**config.mk**
```make
export PLATFORM = sky130hd
export DESIGN_NAME = i2crx_top
export DESIGN_NICKNAME = d
export VERILOG_FILES = /design/src/rtl/i2crx_pkg.sv /design/src/rtl/i2crx_sync.sv /design/src/rtl/i2crx_edge.sv /design/src/rtl/i2crx_frame.sv /design/src/rtl/i2crx_ackdrv.sv /design/src/rtl/i2crx_top.sv
export SDC_FILE = /design/constraint.sdc
export NUM_CORES = 1
export LEC_CHECK = 0
export BUFFER_PORTS_ARGS = -buffer_cell sky130_fd_sc_hd__buf_2
export CAP_MARGIN = 5
export CORE_MARGIN = 10
export CORE_UTILIZATION = 56
export CTS_BUF_LIST = sky130_fd_sc_hd__clkbuf_4 sky130_fd_sc_hd__clkbuf_8
export DETAILED_ROUTE_END_ITERATION = 8
export PLACE_DENSITY = 0.86
export RECOVER_POWER = 50
export SLEW_MARGIN = 30
export SYNTH_ARGS = -nofsm -noshare
export SYNTH_HDL_FRONTEND = slang
export SYNTH_HIERARCHICAL = 1
export SYNTH_SLANG_ARGS = --single-unit
```
**constraint.sdc**
```tcl
create_clock -name clk -period 2.01 [get_ports clk]
set_input_delay 0.402 -clock clk [delete_from_list [all_inputs] [get_ports clk]]
set_output_delay 0.402 -clock clk [all_outputs]
set_load 0.03 [all_outputs]
```
**src/rtl/i2crx_pkg.sv**
```systemverilog
package i2crx_pkg;

    localparam int FRAME_LEN = 9;
    localparam int BUF_W     = 9;
    localparam int DATA_LEN  = FRAME_LEN - 1;
    localparam int CNT_W     = $clog2(FRAME_LEN + 1);

    typedef logic [CNT_W-1:0] bitpos_t;
    typedef logic [BUF_W-1:0] rxbuf_t;

    typedef struct packed {
        logic layout_alt;
        logic clk_delay;
        logic ss_out_en;
        logic ack_out_en;
        logic ack_val;
        logic dma_on_ack;
    } rx_cfg_t;

    typedef struct packed {
        logic rise;
        logic fall;
        logic level;
        logic sda;
    } line_evt_t;

    typedef struct packed {
        rxbuf_t data;
        logic   done;
        logic   ack;
        logic   nack;
        logic   dma;
    } rx_result_t;

    // seq[8] is the first bit on the wire, seq[0] the acknowledge bit
    function automatic rxbuf_t layout_normal(input logic [FRAME_LEN-1:0] seq);
        return {seq[0], seq[FRAME_LEN-1:1]};
    endfunction

    // first8[7] is the first bit on the wire, first8[0] the eighth
    function automatic rxbuf_t layout_alt(input logic [DATA_LEN-1:0] first8);
        return {first8[0], 1'b0, first8[DATA_LEN-1:1]};
    endfunction

endpackage

```
**src/rtl/i2crx_sync.sv**
```systemverilog
module i2crx_sync #(
    parameter int STAGES = 2,
    parameter int WIDTH  = 2
) (
    input  logic             clk,
    input  logic             rst,
    input  logic [WIDTH-1:0] d_async,
    output logic [WIDTH-1:0] d_sync
);
    genvar g;
    generate
        for (g = 0; g < WIDTH; g++) begin : g_line
            logic [STAGES-1:0] chain;
            always_ff @(posedge clk) begin
                if (rst) chain <= '1;
                else     chain <= {chain[STAGES-2:0], d_async[g]};
            end
            assign d_sync[g] = chain[STAGES-1];
        end
    endgenerate
endmodule

```
**src/rtl/i2crx_edge.sv**
```systemverilog
module i2crx_edge
    import i2crx_pkg::*;
(
    input  logic      clk,
    input  logic      rst,
    input  logic      scl_s,
    input  logic      sda_s,
    output line_evt_t evt
);
    logic scl_prev;

    always_ff @(posedge clk) begin
        if (rst) scl_prev <= 1'b1;
        else     scl_prev <= scl_s;
    end

    always_comb begin
        evt.rise  = scl_s & ~scl_prev;
        evt.fall  = ~scl_s & scl_prev;
        evt.level = scl_s;
        evt.sda   = sda_s;
    end
endmodule

```
**src/rtl/i2crx_frame.sv**
```systemverilog
module i2crx_frame
    import i2crx_pkg::*;
(
    input  logic       clk,
    input  logic       rst,
    input  line_evt_t  evt,
    input  rx_cfg_t    cfg,
    output rx_result_t res,
    output logic       ack_win
);
    bitpos_t             cnt;
    logic [DATA_LEN-1:0] sreg;
    rxbuf_t              buf_q;
    logic                done_q, ack_q, nack_q, dma_q;

    logic last_bit, data_end;
    assign last_bit = (cnt == bitpos_t'(FRAME_LEN));
    assign data_end = (cnt == bitpos_t'(DATA_LEN));

    always_ff @(posedge clk) begin
        if (rst) begin
            cnt     <= bitpos_t'(1);
            sreg    <= '0;
            buf_q   <= '0;
            done_q  <= 1'b0;
            ack_q   <= 1'b0;
            nack_q  <= 1'b0;
            dma_q   <= 1'b0;
            ack_win <= 1'b0;
        end else begin
            done_q <= 1'b0;
            ack_q  <= 1'b0;
            nack_q <= 1'b0;
            dma_q  <= 1'b0;
            if (evt.fall)
                ack_win <= last_bit;
            if (evt.rise) begin
                sreg <= {sreg[DATA_LEN-2:0], evt.sda};
                if (data_end && cfg.layout_alt)
                    buf_q <= layout_alt({sreg[DATA_LEN-2:0], evt.sda});
                if (last_bit) begin
                    cnt    <= bitpos_t'(1);
                    done_q <= 1'b1;
                    if (!cfg.layout_alt || cfg.clk_delay)
                        buf_q <= layout_normal({sreg, evt.sda});
                    if (!cfg.layout_alt) begin
                        ack_q  <= ~evt.sda;
                        nack_q <= evt.sda;
                        dma_q  <= ~evt.sda & cfg.dma_on_ack;
                    end
                end else begin
                    cnt <= cnt + bitpos_t'(1);
                end
            end
        end
    end

    always_comb begin
        res.data = buf_q;
        res.done = done_q;
        res.ack  = ack_q;
        res.nack = nack_q;
        res.dma  = dma_q;
    end
endmodule

```
**src/rtl/i2crx_ackdrv.sv**
```systemverilog
module i2crx_ackdrv
    import i2crx_pkg::*;
(
    input  logic    ack_win,
    input  rx_cfg_t cfg,
    output logic    sda_oe,
    output logic    sda_o
);
    logic pull_low;
    assign pull_low = ack_win & ~cfg.ss_out_en & cfg.ack_out_en & ~cfg.ack_val;
    assign sda_oe   = pull_low;
    assign sda_o    = ~pull_low;
endmodule

```
**src/rtl/i2crx_top.sv**
```systemverilog
module i2crx_top
    import i2crx_pkg::*;
#(
    parameter int SYNC_STAGES = 2
) (
    input  logic         clk,
    input  logic         rst,
    input  logic         scl_in,
    input  logic         sda_in,
    input  logic         cfg_layout_alt,
    input  logic         cfg_clk_delay,
    input  logic         cfg_ss_out_en,
    input  logic         cfg_ack_out_en,
    input  logic         cfg_ack_val,
    input  logic         cfg_dma_on_ack,
    output logic [8:0]   rx_buf,
    output logic         rx_done,
    output logic         ack_evt,
    output logic         nack_evt,
    output logic         dma_req,
    output logic         sda_oe,
    output logic         sda_o
);
    logic [1:0] line_s;
    line_evt_t  evt;
    rx_cfg_t    cfg;
    rx_result_t res;
    logic       ack_win;

    assign cfg = '{layout_alt: cfg_layout_alt, clk_delay: cfg_clk_delay,
                   ss_out_en: cfg_ss_out_en, ack_out_en: cfg_ack_out_en,
                   ack_val: cfg_ack_val, dma_on_ack: cfg_dma_on_ack};

    i2crx_sync #(.STAGES(SYNC_STAGES), .WIDTH(2)) u_sync (
        .clk(clk), .rst(rst), .d_async({scl_in, sda_in}), .d_sync(line_s));

    i2crx_edge u_edge (
        .clk(clk), .rst(rst), .scl_s(line_s[1]), .sda_s(line_s[0]), .evt(evt));

    i2crx_frame u_frame (
        .clk(clk), .rst(rst), .evt(evt), .cfg(cfg), .res(res), .ack_win(ack_win));

    i2crx_ackdrv u_ackdrv (
        .ack_win(ack_win), .cfg(cfg), .sda_oe(sda_oe), .sda_o(sda_o));

    assign rx_buf   = res.data;
    assign rx_done  = res.done;
    assign ack_evt  = res.ack;
    assign nack_evt = res.nack;
    assign dma_req  = res.dma;
endmodule

```
**Yosys cells after proc, flatten, opt, wreduce, memory -nomap -nowiden**

Cells that the tools add are included.

- Equal/unequal tests: 2
- Reduce and logical (&&, ||, !) cells: 5
- Bitwise gates (word level): 14
- Add/sub/neg operators: 1
- Muxes and demuxes: 5

Operator list:

| operator | number |
|---|---|
| 9-bit 2-to-1 mux | 3 |
| 4-bit == test (second input constant) | 2 |
| 1-bit NOT | 8 |
| 1-bit bitwise AND | 6 |
| 4-bit by 1-bit adder with 4-bit output (second input constant) | 1 |
| 4-bit 2-to-1 mux | 1 |
| 4-bit OR reduction | 1 |
| 2-bit OR reduction | 1 |
| 1-bit logical AND | 1 |
| 1-bit zero test | 1 |
| 1-bit logical OR | 1 |
| 1-bit 2-to-1 mux | 1 |

- Output and inout port bits: 15
- Bits of input ports: 10
- Logic and storage cells: 38
- Bits in registers: 31

**Longest topological paths before layout**

- Depth in word-level cells: 5
- Gate-level depth with buffers: 5
- Mapped depth without buffers: 4

**Modules after synthesis**

The synthesis kept the hierarchy.

By module, submodules not included:

| module | cells an instance | times used | sequential area each (um2) | area each (um2) |
|---|---|---|---|---|
| i2crx_frame | 106 | 1 | 520.5 | 1101.1 |
| i2crx_sync | 10 | 1 | 80.1 | 120.1 |
| i2crx_edge | 6 | 1 | 20.0 | 55.1 |
| i2crx_ackdrv | 2 | 1 | 0.0 | 23.8 |

**Least setup slack after synthesis**

Ideal clock, no wire load.

- Path kind: register -> register
- Start point: register u_sync.g_line[1].chain[1]
- End point: register u_frame.buf_q[0]
- Cell stages (with the launch flop): 6
- Arrival time: 1.416 ns
- Clock period less this slack: 1.488 ns
- Data required time: 1.938 ns
- Path buffers: 1
- Setup time: 0.072 ns
- Path slack: 0.522 ns
- Cell sequence: dfxtp_1 -> buf_4 -> nor2b_1 -> nand4bb_2 -> nor3_4 -> mux2i_1

RTL lines:

| item | line | source |
|---|---|---|
| start, declared | i2crx_sync.sv:13 | `logic [STAGES-1:0] chain;` |
| start signal, assigned | i2crx_sync.sv:16 | `else chain <= {chain[STAGES-2:0], d_async[g]};` |
| end signal, assigned | i2crx_frame.sv:40 | `buf_q <= layout_alt({sreg[DATA_LEN-2:0], evt.sda});` |
| end signal, assigned | i2crx_frame.sv:45 | `buf_q <= layout_normal({sreg, evt.sda});` |
| end, declared | i2crx_frame.sv:13 | `rxbuf_t buf_q;` |

==> impl_metrics.toml <==
[timing]
worst-slew-pin-transition_ns = 1.098
final_max_slew_viols = 0
fmaxAchievable_ghz = 0.6244
finalWorstPathRequiredPeriod_ns = 1.601
setup_tns_ns = 0
post-route-worst-setup-slack_ns = 0.4085
final-setup-viol-count = 0
relative_slew_margins_pct = 26.79
hold_viol_final = 0
final_min_period_over_clock_period_pct = 79.68
clock-skew-final_ns = 0.01111
finalHoldWorstSlack_ns = 0.2681
grt_setup_unrepaired = "no"

[global_route]
grt_first_pass_wirelength_um = 3705
grt_usage_pct = 10.61
via_count_of_the_first_global_routing_pass = 844
grt_antenna_before_repair = 0
maximum_number_of_pins_on_one_net_before_global_route_repair = 36
globalRouteOverflowTotal = 0

[routing]
num_vias = 890
met2RoutedLength_um = 1070
drt_first_pass_iters = 4
avgRoutedWirePerCell_um = 13.48
routed_via_density = 5.086
detail-route-antenna-nets = 0
routed.top_layer = "met4"
route.detailed.drc = 0
route.layer.met1.wl_um = 1059
detailroute.wirelength.met3_um = 204
dr.first_iter.drc_count = 38
routed_wirelength_um = 2359

[critical_path]
path_max_fanout = 8
worst-endpoint-arrival_ns = 1.85
critPathLaunchType = "flip-flop"
critical_path_required_ns = 2.26
worst-setup-path-type = "reg -> reg"
worst_setup_path_end_kind = "flip-flop"

[cts]
clk_pin_slew_worst_paths_ns = 0.09
clock_tree.root_cell = "clkbuf_4"
cts_buffer_depth = 2
clock_sinks = 31
cts-resized-gates = 0
cts_setup_buffers = 0
insertion_delay_ns = 0.32
cts_tree = "yes"
htreeDepth = 2
cts_inserted_buffers = 5
cts-hold-fix-buffers = 0

[synthesis]
synthesis.area_mm2 = 0.001292
synth.avg_cell_area_um2 = 10.51
yosysWarnings = 6
syn-num-nets = 133
postSynthCellCount = 123

[die]
num_io_pins = 25
die_h_um = 68.04
floorplan.rows = 17
coreArea_mm2 = 0.002212
die_boundary_width_um = 68.04
initial_cell_density_of_the_core_pct = 58.43
die-area_mm2 = 0.004629

[finish]
nets = 156
regArea_um2 = 620.6
layout_filler_cell_count = 190
multi_input_area_um2 = 599.3
num_antenna_cells = 0
flow.area_growth_from_synthesis_pct = 13.94
drive_above_1_share_pct = 22.45
layout_commonest_cell = "dfxtp_1"
postLayoutCoreUtil_pct = 66.57
most_frequent_cells_in_the_layout = "dfxtp_1 (31), mux2i_1 (17), nand2b_1 (16)"

[pwr]
worst_ir_drop_vdd_mv = 0.5324
switching_power_uw = 228.5
share_clk_of_total_power_pct = 42.5
power_leakage_uw = 0.0005614
power_frac_seq_pct = 53.7
total_power_divided_by_cell_area_mw_per_mm2 = 790.8
intPower_uw = 936.2
power.switching_fraction_pct = 19.62
combPwrFrac_pct = 3.8

[hold_path]
hp-class = "in -> reg"

[run]
cap_violations = 0

[placement]
detailedPlacementHpwl_um = 1728
preCtsSetupSlack_ns = 0.4570
io_buffer_count = 24
routability_congestion_estimate_from_global_placement = 0.8010

[outcome]
run_status = "completed"
## metal layers
metal / GRT usage, % / vias to the layer above
met3: 4.894 / 4
met5: 0 / -
li1: - / 455
met2: 15.93 / 23
met1: 12.49 / 408
met4: 5.276 / 0
## layout make-up
| cell class | instances | area share (%) |
|---|---|---|
| flip-flops and latches | 31 | 42.14 |
| multi-input cells | 80 | 40.70 |
| repair buffers | 27 | 8.666 |
| clock buffers | 6 | 3.483 |
| clock inverters | 2 | 2.379 |
| well taps | 28 | 2.379 |
| inverters | 1 | 0.2549 |
## power groups by stage
stage          sequential, uW  clock, uW  combinational, uW
4_1_cts                   626        506               45.0
3_3_place_gp              639          0               43.2
6_report                  626        495               43.8
3_5_place_dp              640          0               44.7
2_1_floorplan             637          0               31.9
5_1_grt                   627        538               48.5
## stage by stage
step | total power, uW | cells | cell area, um^2
floorplan | 669.2 | 123 | 1292
global placement | 682.6 | 167 | 1401
detailed placement | 684.6 | 167 | 1401
CTS | 1177 | 175 | 1488
global route | 1214 | 175 | 1473
finish | 1165 | 175 | 1473
## worst max-delay path, stage by stage, from the launching register on
cell and delay [ns]:
dfxtp_1 0.34, nor2b_1 0.28, nand4bb_2 0.21, nor3_4 0.45
mux2i_1 0.25
## registers in the layout (all words and copies together), names as in the netlist
signal               flops
u_frame/cnt              4
u_frame/ack_win          1
u_frame/ack_q            1
u_frame/sreg             8
u_frame/buf_q            9
u_frame/nack_q           1
u_frame/done_q           1
u_sync/g_line.chain      4
u_edge/scl_prev          1
u_frame/dma_q            1
## worst paths after layout
path / from / end / slack, ns / cells after the start
hold / removal: scl_in / u_sync/g_line[1].chain[0]$_SDFF_PP1_ / 0.27 / 2
setup / recovery: u_sync/g_line[1].chain[1]$_SDFF_PP1_ / u_frame/buf_q[2]$_SDFFE_PP0P_ / 0.41 / 4
setup reg to reg: u_sync/g_line[1].chain[1]$_SDFF_PP1_ / u_frame/buf_q[2]$_SDFFE_PP0P_ / 0.41 / 4
hold reg to reg: u_sync/g_line[1].chain[0]$_SDFF_PP1_ / u_sync/g_line[1].chain[1]$_SDFF_PP1_ / 0.43 / 1
Power figures use the tool's default switching activity.
